===== src/rtl/fastor_pkg.sv =====
// Package: shared geometry constants for the fast-OR trigger serializer.
// Assumes: one front-end chip per instance, eight bit slots per crossing.
package fastor_pkg;
    localparam int STRIPS_DEF      = 128;
    localparam int GROUP_DEF       = 4;
    localparam int LANES_DEF       = 5;
    localparam int SLOTS_DEF       = 8;
    localparam int SYNC_PERIOD_DEF = 64;
endpackage


===== src/rtl/fastor_reduce.sv =====
// Module: fastor_reduce
// Folds strip hits into trigger bits, one OR per group of adjacent strips.
// Assumes: STRIPS is a multiple of GROUP. The module is purely combinational.
module fastor_reduce #(
    parameter int STRIPS = fastor_pkg::STRIPS_DEF,
    parameter int GROUP  = fastor_pkg::GROUP_DEF,
    localparam int TRIG  = STRIPS / GROUP
) (
    input  logic [STRIPS-1:0] strips_i,
    output logic [TRIG-1:0]   trig_o
);
    for (genvar g = 0; g < TRIG; g++) begin : g_or
        // one OR gate per strip group
        assign trig_o[g] = |strips_i[g*GROUP +: GROUP];
    end
endmodule


===== src/rtl/fastor_frame.sv =====
// Module: fastor_frame
// Registers one crossing frame: the trigger bits, then the sync tick, then
// zero spare bits, packed by flat index (lane * PAYLOAD + position).
// Assumes: cap_i pulses once per crossing, in its last slot.
module fastor_frame #(
    parameter int TRIG        = 32,
    parameter int LANES       = fastor_pkg::LANES_DEF,
    parameter int PAYLOAD     = fastor_pkg::SLOTS_DEF - 1,
    parameter int SYNC_PERIOD = fastor_pkg::SYNC_PERIOD_DEF,
    localparam int FLAT       = LANES * PAYLOAD,
    localparam int CNT_W      = (SYNC_PERIOD > 1) ? $clog2(SYNC_PERIOD) : 1
) (
    input  logic            clk,
    input  logic            rst_n,
    input  logic            cap_i,
    input  logic [TRIG-1:0] trig_i,
    output logic [FLAT-1:0] frame_o
);
    localparam logic [CNT_W-1:0] CNT_LAST = CNT_W'(SYNC_PERIOD - 1);

    logic [CNT_W-1:0] xing_q;
    logic [FLAT-1:0]  frame_d;
    logic [FLAT-1:0]  frame_q;
    logic             tick_w;

    assign tick_w = (xing_q == '0);

    // crossing counter that sets the sync tick phase
    always_ff @(posedge clk) begin
        if (!rst_n)
            xing_q <= '0;
        else if (cap_i)
            xing_q <= (xing_q == CNT_LAST) ? '0 : xing_q + 1'b1;
    end

    for (genvar f = 0; f < FLAT; f++) begin : g_pack
        if (f < TRIG) begin : g_trig
            assign frame_d[f] = trig_i[f];
        end else if (f == TRIG) begin : g_tick
            assign frame_d[f] = tick_w;
        end else begin : g_spare
            assign frame_d[f] = 1'b0;
        end
    end

    // capture the frame once per crossing
    always_ff @(posedge clk) begin
        if (!rst_n)
            frame_q <= '0;
        else if (cap_i)
            frame_q <= frame_d;
    end

    assign frame_o = frame_q;

    // the frame does not change between capture strobes
    assert_frame_hold_R8: assert property (@(posedge clk) disable iff (!rst_n)
        !cap_i |=> $stable(frame_q));
endmodule


===== src/rtl/fastor_lane_ser.sv =====
// Module: fastor_lane_ser
// Serializes one lane: framing 1 in slot 0, then payload position j in slot j+1.
// Assumes: word_i is updated on the same edge that starts slot 0.
module fastor_lane_ser #(
    parameter int SLOTS   = fastor_pkg::SLOTS_DEF,
    localparam int PAYLOAD = SLOTS - 1,
    localparam int SLOT_W  = $clog2(SLOTS)
) (
    input  logic               clk,
    input  logic               rst_n,
    input  logic [SLOT_W-1:0]  slot_i,
    input  logic [PAYLOAD-1:0] word_i,
    output logic               lane_o
);
    localparam logic [SLOT_W-1:0] LAST = SLOT_W'(SLOTS - 1);

    logic lane_q;

    // choose the bit for the next slot
    always_ff @(posedge clk) begin
        if (!rst_n)
            lane_q <= 1'b0;
        else if (slot_i == LAST)
            lane_q <= 1'b1;
        else
            lane_q <= word_i[slot_i];
    end

    assign lane_o = lane_q;
endmodule


===== src/rtl/fastor_trig_serializer.sv =====
// Module: fastor_trig_serializer (top)
// Fast-OR trigger serializer: reduces strips, builds a frame per crossing
// and drives it over LANES serial lanes of SLOTS bit slots each.
// Assumes: clk_fast is phase-locked at SLOTS times the crossing rate and
// strips_i is valid at the edge that closes the last slot of a crossing.
module fastor_trig_serializer #(
    parameter int STRIPS      = fastor_pkg::STRIPS_DEF,
    parameter int GROUP       = fastor_pkg::GROUP_DEF,
    parameter int LANES       = fastor_pkg::LANES_DEF,
    parameter int SLOTS       = fastor_pkg::SLOTS_DEF,
    parameter int SYNC_PERIOD = fastor_pkg::SYNC_PERIOD_DEF
) (
    input  logic              clk_fast,
    input  logic              rst_n,
    input  logic [STRIPS-1:0] strips_i,
    output logic [LANES-1:0]  lanes_o
);
    localparam int TRIG     = STRIPS / GROUP;
    localparam int PAYLOAD  = SLOTS - 1;
    localparam int FLAT     = LANES * PAYLOAD;
    localparam int SLOT_W   = $clog2(SLOTS);
    localparam int SPARE_J  = TRIG + 1 - (LANES - 1) * PAYLOAD;
    localparam logic [SLOT_W-1:0] LAST = SLOT_W'(SLOTS - 1);

    logic [SLOT_W-1:0] slot_q;
    logic              cap_w;
    logic [TRIG-1:0]   trig_w;
    logic [FLAT-1:0]   frame_w;

    initial begin
        assert_fit_R4: assert (FLAT >= TRIG + 1 && SLOTS == (1 << SLOT_W));
    end

    // bit slot counter inside the crossing
    always_ff @(posedge clk_fast) begin
        if (!rst_n)
            slot_q <= '0;
        else
            slot_q <= slot_q + 1'b1;
    end

    assign cap_w = (slot_q == LAST);

    fastor_reduce #(.STRIPS(STRIPS), .GROUP(GROUP)) u_reduce (
        .strips_i (strips_i),
        .trig_o   (trig_w)
    );

    fastor_frame #(
        .TRIG(TRIG), .LANES(LANES), .PAYLOAD(PAYLOAD), .SYNC_PERIOD(SYNC_PERIOD)
    ) u_frame (
        .clk     (clk_fast),
        .rst_n   (rst_n),
        .cap_i   (cap_w),
        .trig_i  (trig_w),
        .frame_o (frame_w)
    );

    for (genvar l = 0; l < LANES; l++) begin : g_lane
        fastor_lane_ser #(.SLOTS(SLOTS)) u_ser (
            .clk    (clk_fast),
            .rst_n  (rst_n),
            .slot_i (slot_q),
            .word_i (frame_w[l*PAYLOAD +: PAYLOAD]),
            .lane_o (lanes_o[l])
        );
    end

    // slot counter steps by one every cycle
    assert_slot_step_R7: assert property (@(posedge clk_fast) disable iff (!rst_n)
        $past(rst_n) |-> slot_q == $past(slot_q) + 1'b1);

    // every lane shows the framing bit in slot 0
    assert_framing_R3: assert property (@(posedge clk_fast) disable iff (!rst_n)
        cap_w |=> &lanes_o);

    // spare positions of the last lane stay low
    assert_spare_zero_R5: assert property (@(posedge clk_fast) disable iff (!rst_n)
        (int'(slot_q) >= SPARE_J && int'(slot_q) < PAYLOAD) |=> !lanes_o[LANES-1]);
endmodule


===== config.mk =====
export PLATFORM = sky130hd
export DESIGN_NAME = fastor_trig_serializer
export DESIGN_NICKNAME = d
export VERILOG_FILES = /design/src/rtl/fastor_pkg.sv /design/src/rtl/fastor_reduce.sv /design/src/rtl/fastor_frame.sv /design/src/rtl/fastor_lane_ser.sv /design/src/rtl/fastor_trig_serializer.sv
export SDC_FILE = /design/constraint.sdc
export NUM_CORES = 1
export LEC_CHECK = 0
export BUFFER_PORTS_ARGS = -buffer_cell sky130_fd_sc_hd__buf_2
export CORE_ASPECT_RATIO = 1.1
export CORE_MARGIN = 3
export CORE_UTILIZATION = 47
export DETAILED_ROUTE_END_ITERATION = 16
export PLACE_DENSITY = 0.95
export SKIP_LAST_GASP = 1
export SLEW_MARGIN = 0
export SYNTH_ARGS = -nofsm -noshare
export SYNTH_HDL_FRONTEND = slang
export SYNTH_SLANG_ARGS = --single-unit

===== constraint.sdc =====
create_clock -name clk_fast -period 3.01 [get_ports clk_fast]
set_input_delay 0 -clock clk_fast [delete_from_list [all_inputs] [get_ports clk_fast]]
set_output_delay 0 -clock clk_fast [all_outputs]
set_load 0.05 [all_outputs]

# Word-level counts from Yosys, hierarchy flattened
# Cells that the tools add are included.
# totals
out_inout_bits,5
regBits,47
# op_classes
magnitude_cmp,1
reduce_logical,33
addsub,2
muxes,16
eq_ne,2
# op_table
operator,count
$reduce_or 4->1,32
$bmux 1 s3,5
$mux 1,10
$add 6x1->6 const B,1
$eq 6x6->1 const B,1
$logic_not 6->1,1
$mux 6,1
$lt 3x4->1 const B,1
$add 3x1->3 const B,1
$eq 3x3->1 const B,1

# Logic depth before layout (Yosys ltp)
# Gate-level depths: netlist (run 1).
# depth
ltp_word,3
depth_mapped,6

# By module
# Synthesis (run 1) repeated with hierarchy kept, for this count alone.
# unflattened
hier_cells,223
hier_area_um2,2422.3
# modules_own_cells
module,n_inst,cells_each,area_each_um2
fastor_frame,1,143,1620.3
fastor_lane_ser,5,8,90.1
fastor_reduce,1,32,240.2
fastor_trig_serializer,1,8,111.4

# Worst setup path after synthesis (run 1)
# No wires, ideal clock.
# synth_timing
path_type,register to register
from,reg slot_q[0]
to,"reg u_frame.frame_q[24], in the netlist u_frame.frame_o[24]"
path_slack_ps,1463
setup_time_ps,116
path_stages_with_launch,7
period_less_slack_ps,1547
t_required_ps,2894
arrival_ps,1431
path_cell_list,dfxtp_1 ha_1 ha_1 clkbuf_1 clkbuf_1 nand2_1 o211a_1
# synth_via
elab_chain_cells,1
# synth_rtl
element,line,source
start: declaration,fastor_trig_serializer.sv:25,logic [SLOT_W-1:0] slot_q;
start signal: assignment,fastor_trig_serializer.sv:39,slot_q <= slot_q + 1'b1;
$eq 3x3->1,fastor_trig_serializer.sv:42,assign cap_w = (slot_q == LAST);
end signal: assignment,fastor_frame.sv:51,frame_q <= frame_d;
end: declaration,fastor_frame.sv:23,logic [FLAT-1:0] frame_q;
# No other way between the ends.
# A chain may end at the register's enable or synchronous reset.

# Worst setup path after layout (run 1)
# layout_timing
from,reg slot_q[1]
to,reg u_frame.xing_q[5]
# layout_via
elab_chain_cells,1
# layout_rtl
element,line,source
$eq 3x3->1,fastor_trig_serializer.sv:42,
end signal: assignment,fastor_frame.sv:33,xing_q <= (xing_q == CNT_LAST) ? '0 : xing_q + 1'b1;
end: declaration,fastor_frame.sv:21,logic [CNT_W-1:0] xing_q;
# No other way between the ends.

==> results of run 1 <==
## stage by stage
stage	hold slack, ps	worst slack (ps)	total power (W)	instance area, um^2	utilization
after floorplan	221	1460	0.000697	2260	-
after global placement	314	1100	0.000778	2900	0.649
after detailed placement	317	1010	0.000784	2900	0.649
after CTS	0.533	953	0.00126	3020	0.676
after global routing	2.31	774	0.00131	3020	0.676
final	1.59	937	0.00125	3020	0.676
## registers in the layout (all words and copies together), names as in the netlist
| signal | count |
|---|---|
| u_frame.xing_q | 6 |
| slot_q | 3 |
| g_lane.u_ser.lane_o | 5 |
| u_frame.frame_o | 33 |
## tightest hold or removal path, delay by kind of cell
family	cells	cell delay [ps]
AND/OR/NAND/NOR	2	80
AO/OA/AOI/OAI	1	120
buffers and inverters	1	70
## layer usage
layer	GRT usage	wire [um]
met3	0.0405	377
met5	0	0
met4	0.0846	140
met2	0.355	3020
met1	0.216	2200
## worst min path at each step
stage | from | endpoint | depth (start not counted)
detailed placement | strips_i[86] | u_frame.frame_o[21]$_SDFFE_PN0P_ | 4
finish | strips_i[86] | u_frame.frame_o[21]$_SDFFE_PN0P_ | 4
CTS | strips_i[10] | u_frame.frame_o[2]$_SDFFE_PN0P_ | 4
floorplan | strips_i[122] | u_frame.frame_o[30]$_SDFFE_PN0P_ | 3
global placement | strips_i[126] | u_frame.frame_o[31]$_SDFFE_PN0P_ | 4
global route | strips_i[86] | u_frame.frame_o[21]$_SDFFE_PN0P_ | 4
## cell usage in the layout, fill, tap and decap left out
cell type  netlist  routed
ha_1             4       3
inv_6            0       1
o311a_1          1       1
nor3b_1          1       1
nand4_1          2       2
o211a_1         32      32
o21a_1           1       1
mux2i_1         14      14
a21oi_1          5       5
o31a_1           2       2
nor3_1           5       5
inv_1            3       3
xnor2_1          3       3
mux4_2           1       1
buf_2            2     134
o2bb2ai_1        4       4
dfxtp_1         47      47
ha_2             0       1
nor2b_1          5       5
bufinv_16        0       1
clkbuf_8         0       6
nor4_1          33      33
buf_4            5       3
a21boi_0         5       5
nor2_1           9       9
and2_1           4       4
nand3_1          2       2
nand2b_1         2       2
nand2_1         35      35
## final cells by class
type / instances / share of cell area
Multi-Input combinational cell: 170 / 0.393
Sequential cell: 47 / 0.311
Timing Repair Buffer: 137 / 0.229
Clock buffer: 6 / 0.0273
Tap cell: 54 / 0.0223
Clock inverter: 2 / 0.0128
Inverter: 3 / 0.00372
## logic make-up (layout without fill, tap and decap cells)
| family | after synthesis | in the layout | share of synthesized area |
|---|---|---|---|
| flops | 47 | 47 | 0.417 |
| mux | 15 | 15 | 0.0720 |
| simple gates | 98 | 98 | 0.219 |
| xor+xnor | 3 | 3 | 0.0116 |
| buf+inv | 25 | 148 | 0.0576 |
| fa+ha+maj | 4 | 4 | 0.0222 |
| compound gates | 50 | 50 | 0.201 |
## power by group
group / switching (W) / internal [W]
logic: 0.0000519 / 0.0000790
clock network: 0.000211 / 0.000273
registers: 0.0000108 / 0.000629
==> metrics.cfg, run 1 <==
[sta]
slew-limit-headroom = 0.484
finalCritPeriodShare = 0.689
tightest_slew_ps = 774
skew_ps = 8.70
rsz0062_at_grt = false
min_period_ps = 2070
finalHoldViolations = 0
slew_violations = 0
setup_viol = 0
setup_tns_ps = 0
fmax_mhz = 482

[logic_synthesis]
synthDistinctLibCells = 27
syn_area_mm2 = 0.00226
avgSynthCellArea_um2 = 9.33
synth_edf_count = 0
synth_commonest_cells = dfxtp_1 (47), nand2_1 (35), nor4_1 (33)
synth_area_leaders = dfxtp_1 (42%), o211a_1 (14%), nor4_1 (9.1%)
ys.flop_type = dfxtp_1
syn_inst = 242
synth-seq-cells = 47
yosysMostFrequentCell = dfxtp_1
async_flop_share = 0
synth_nets = 376
yosys_warnings = 0
yosysSeqAreaShare = 0.417
yosys.area.top_type = dfxtp_1
synth_top_area_frac = 0.417

[cts]
cts_buffers = 5
holdBufCountCts = 0
clk_latency_ps = 300
cts_setup_buffers = 0
cts_buffer_depth = 2
cts_max_level = 2
cts_resized = 0
cts_sinks = 47
root_buffer = clkbuf_8
cts_tree = yes
cts.clk_slew.worst_paths_ps = 90

[global_route]
grt_max_degree = 48
track_usage = 0.196
grt_overflow = 0
grt_pass1_vias = 2214
grt_first_pass_wirelength_um = 8960
antenna_found_initial = 0

[floorplan]
start_util = 0.505
rows = 25
dieArea_mm2 = 0.00567
chipHeight_um = 78.7
core_area_mm2 = 0.00447
io_pins = 135
die-width_um = 72.1

[worst_setup_path]
cpLargestDelayFamily = adder cells
cp.depth = 6
rr_startpoint = slot_q[1]$_SDFF_PN0_
critPathMaxStageDelay_ps = 560
cp-end-kind = flip-flop
worst_setup_path_start_kind = flip-flop
endpoint = u_frame.xing_q[5]$_SDFFE_PN0P_
r2r_end = u_frame.xing_q[5]$_SDFFE_PN0P_
critPathKind = flip-flop to flip-flop
startpoint = slot_q[1]$_SDFF_PN0_
critPathMaxFanout = 27
crit_buf_inv = 0
crit_path_top_delay_cell = dfxtp_1
crit_chain = ha_1, ha_2, nand4_1, a21oi_1, nor2_1, o21a_1
cp.arrival_ps = 2270
crit_required_ps = 3200
reg2reg_depth = 6
reg2reg_slack_ps = 940

[power]
p_leak_nw = 1.51
ir_drop_mv = 0.346
power.density_mw_per_mm2 = 415

[place]
dp_cells = 411
dp_hpwl_um = 4310
portBuffers = 134
gp_congestion = 0.769

[cells_and_area]
fill_cells = 347
seqCellArea_um2 = 941
nNetsFinal = 498
area_delta_synth_final_pct = 33.9
num_antenna_cells = 0
drive_gt1_frac = 0.403
fin_cells = 419
multi_input_area_mm2 = 0.00119

[route]
viasPerCell = 5.41
routed_wl_um = 5730
drtPass1Iterations = 4
drc = 0
wl_per_cell_um = 13.7
drtIter0Drc = 97
vias = 2266
ant_nets = 0

[outcome]
status = complete, no violations

[run]
maxCapViolCount = 0

[min_path]
min_path_type = input pin to flip-flop

No activity file was read; power rests on OpenSTA's default activity.
==> run 2, diff against run 1 <==
CORE_UTILIZATION = 43   (was 47)
PLACE_DENSITY = 0.89   (was 0.95)
clock period = 2.08 ns   (was 3.01 ns; I/O delays follow)
==> run 2 against run 1 <==
Compared with the run above:
- sequential power grew 44%
- critical path depth is the same
- routed wire length shrank 3.9%
- non-clock buffer count grew 3
==> metrics.cfg, run 2 (synthesis gave the netlist of run 1 again) <==
[worst_setup_path]
cp-end-kind = flip-flop  ; unchanged
worst_setup_path_start_kind = flip-flop  ; unchanged
crit_required_ps = 2270  ; was 3200 ps
crit_path_top_delay_cell = dfxtp_1  ; unchanged
critPathKind = flip-flop to flip-flop  ; unchanged
rr_startpoint = slot_q[0]$_SDFF_PN0_  ; was slot_q[1]$_SDFF_PN0_
critPathMaxStageDelay_ps = 430  ; was 560 ps
critPathMaxFanout = 19  ; was 27
reg2reg_depth = 6  ; unchanged
cp.arrival_ps = 1860  ; was 2270 ps
startpoint = slot_q[0]$_SDFF_PN0_  ; was slot_q[1]$_SDFF_PN0_
crit_chain = ha_1, ha_2, buf_4, nand2_1, xnor2_1, and2_1  ; was ha_1, ha_2, nand4_1, a21oi_1, nor2_1, o21a_1

[floorplan]
io_pins = 135  ; unchanged
start_util = 0.449  ; was 0.505
core_area_mm2 = 0.00503  ; was 0.00447 mm^2
rows = 27  ; was 25
die-width_um = 75.1  ; was 72.1 um
chipHeight_um = 82.0  ; was 78.7 um
dieArea_mm2 = 0.00616  ; was 0.00567 mm^2

[cts]
cts_max_level = 2  ; unchanged
cts_buffers = 5  ; unchanged
cts_resized = 0  ; unchanged
clk_latency_ps = 290  ; was 300 ps
holdBufCountCts = 0  ; unchanged
cts_setup_buffers = 0  ; unchanged
cts_buffer_depth = 2  ; unchanged
cts_sinks = 47  ; unchanged
root_buffer = clkbuf_8  ; unchanged
cts_tree = yes  ; unchanged
cts.clk_slew.worst_paths_ps = 80  ; was 90 ps

[route]
vias = 2264  ; was 2266
drc = 0  ; unchanged
wl_per_cell_um = 12.9  ; was 13.7 um
routed_wl_um = 5510  ; was 5730 um
viasPerCell = 5.31  ; was 5.41
ant_nets = 0  ; unchanged
drtIter0Drc = 102  ; was 97
drtPass1Iterations = 4  ; unchanged

[global_route]
track_usage = 0.181  ; was 0.196
grt_pass1_vias = 1989  ; was 2214
antenna_found_initial = 1  ; was 0
grt_first_pass_wirelength_um = 8470  ; was 8960 um
grt_max_degree = 51  ; was 48
grt_overflow = 0  ; unchanged

[outcome]
status = complete, no violations  ; unchanged

[place]
dp_cells = 418  ; was 411
gp_congestion = 0.730  ; was 0.769
dp_hpwl_um = 4380  ; was 4310 um
portBuffers = 134  ; unchanged

[sta]
setup_tns_ps = 0  ; unchanged
skew_ps = 3.93  ; was 8.70 ps
tightest_slew_ps = 774  ; about the same
rsz0062_at_grt = false  ; unchanged
finalHoldViolations = 0  ; unchanged
finalCritPeriodShare = 0.804  ; was 0.689
slew-limit-headroom = 0.484  ; about the same
slew_violations = 0  ; unchanged
min_period_ps = 1670  ; was 2070 ps
fmax_mhz = 598  ; was 482 MHz
setup_viol = 0  ; unchanged

[power]
p_switching_w = 0.000372  ; was 0.000274 W
power.density_mw_per_mm2 = 560  ; was 415 mW/mm^2
p_seq_frac = 0.538  ; was 0.510
clockPowerShare = 0.342  ; was 0.386
comb_power_share = 0.120  ; was 0.104
switching_share = 0.218  ; about the same
p_leak_nw = 1.52  ; was 1.51 nW
ir_drop_mv = 0.431  ; was 0.346 mV
p_int_w = 0.00133  ; was 0.000981 W

[cells_and_area]
final_common_cell = buf_2  ; unchanged
num_antenna_cells = 0  ; unchanged
nNetsFinal = 501  ; was 498
drive_gt1_frac = 0.405  ; was 0.403
fin_cells = 426  ; was 419
layout_common_cells = buf_2 (134), dfxtp_1 (47), nand2_1 (35)  ; unchanged
largest_register_ffs = 33  ; unchanged
area_delta_synth_final_pct = 34.7  ; was 33.9%

[min_path]
min_from = strips_i[86]  ; unchanged
min_path_type = input pin to flip-flop  ; unchanged
min_path_cells = 4  ; unchanged

[run]
maxCapViolCount = 0  ; unchanged

[run 2: cell count changes in the layout (fill, tap and decap cells not counted)]
cell | previous run | this run
buf_4 | 3 | 5
buf_12 | 0 | 1
bufinv_16 | 1 | 0
clkbuf_1 | 0 | 1
clkbuf_8 | 6 | 7
inv_6 | 1 | 0
[run 2: worst max-delay path: cells and delay by family, from the launching register on]
kind	cells	cell delay, ps
xor gates and xnor gates	1	120
adders and majority gates	2	500
buffers and inverters	1	270
DFF	1	430
and+or+nand+nor	2	240
[run 2: metrics by stage]
step	instance area (um^2)	power, W	worst slack (ps)	util	hold slack, ps
3_5_place_dp	2940	0.00114	412	0.585	316
6_report	3040	0.00170	409	0.605	8.40
5_1_grt	3040	0.00179	287	0.605	0.782
3_3_place_gp	2940	0.00114	469	0.585	316
4_1_cts	3040	0.00173	393	0.605	5.24
2_1_floorplan	2260	0.00101	533	-	221
[run 2: final timing paths]
check	endpoint	slack, ps
worst max-delay path	u_frame.xing_q[2]$_SDFFE_PN0P_	410
worst max register to register	u_frame.xing_q[2]$_SDFFE_PN0P_	410
worst min-delay path	u_frame.frame_o[21]$_SDFFE_PN0P_	8
worst min register to register	u_frame.frame_o[1]$_SDFFE_PN0P_	490
[run 2: power by group through the flow]
| stage | registers [W] | clock network, W | logic (W) |
|---|---|---|---|
| floorplan | 0.000936 | 0 | 0.0000736 |
| global placement | 0.000938 | 0 | 0.000201 |
| detailed placement | 0.000938 | 0 | 0.000206 |
| CTS | 0.000917 | 0.000601 | 0.000207 |
| global route | 0.000919 | 0.000644 | 0.000228 |
| finish | 0.000917 | 0.000583 | 0.000205 |
[run 2: area by class of cell]
class / count / area (um^2)
multi-input combinational: 170 / 1190
timing repair buffer: 140 / 728
tap: 58 / 72.6
fill: 423 / 1990
sequential: 47 / 941
clock buffer: 8 / 100
inverter: 3 / 11.3
[run 2: metal layers]
metal	GRT usage	up-vias	wire length [um]
met3	0.0661	10	536
met5	0	-	20
met2	0.308	104	2670
li1	-	1145	-
met4	0.0569	2	77
met1	0.210	1003	2210
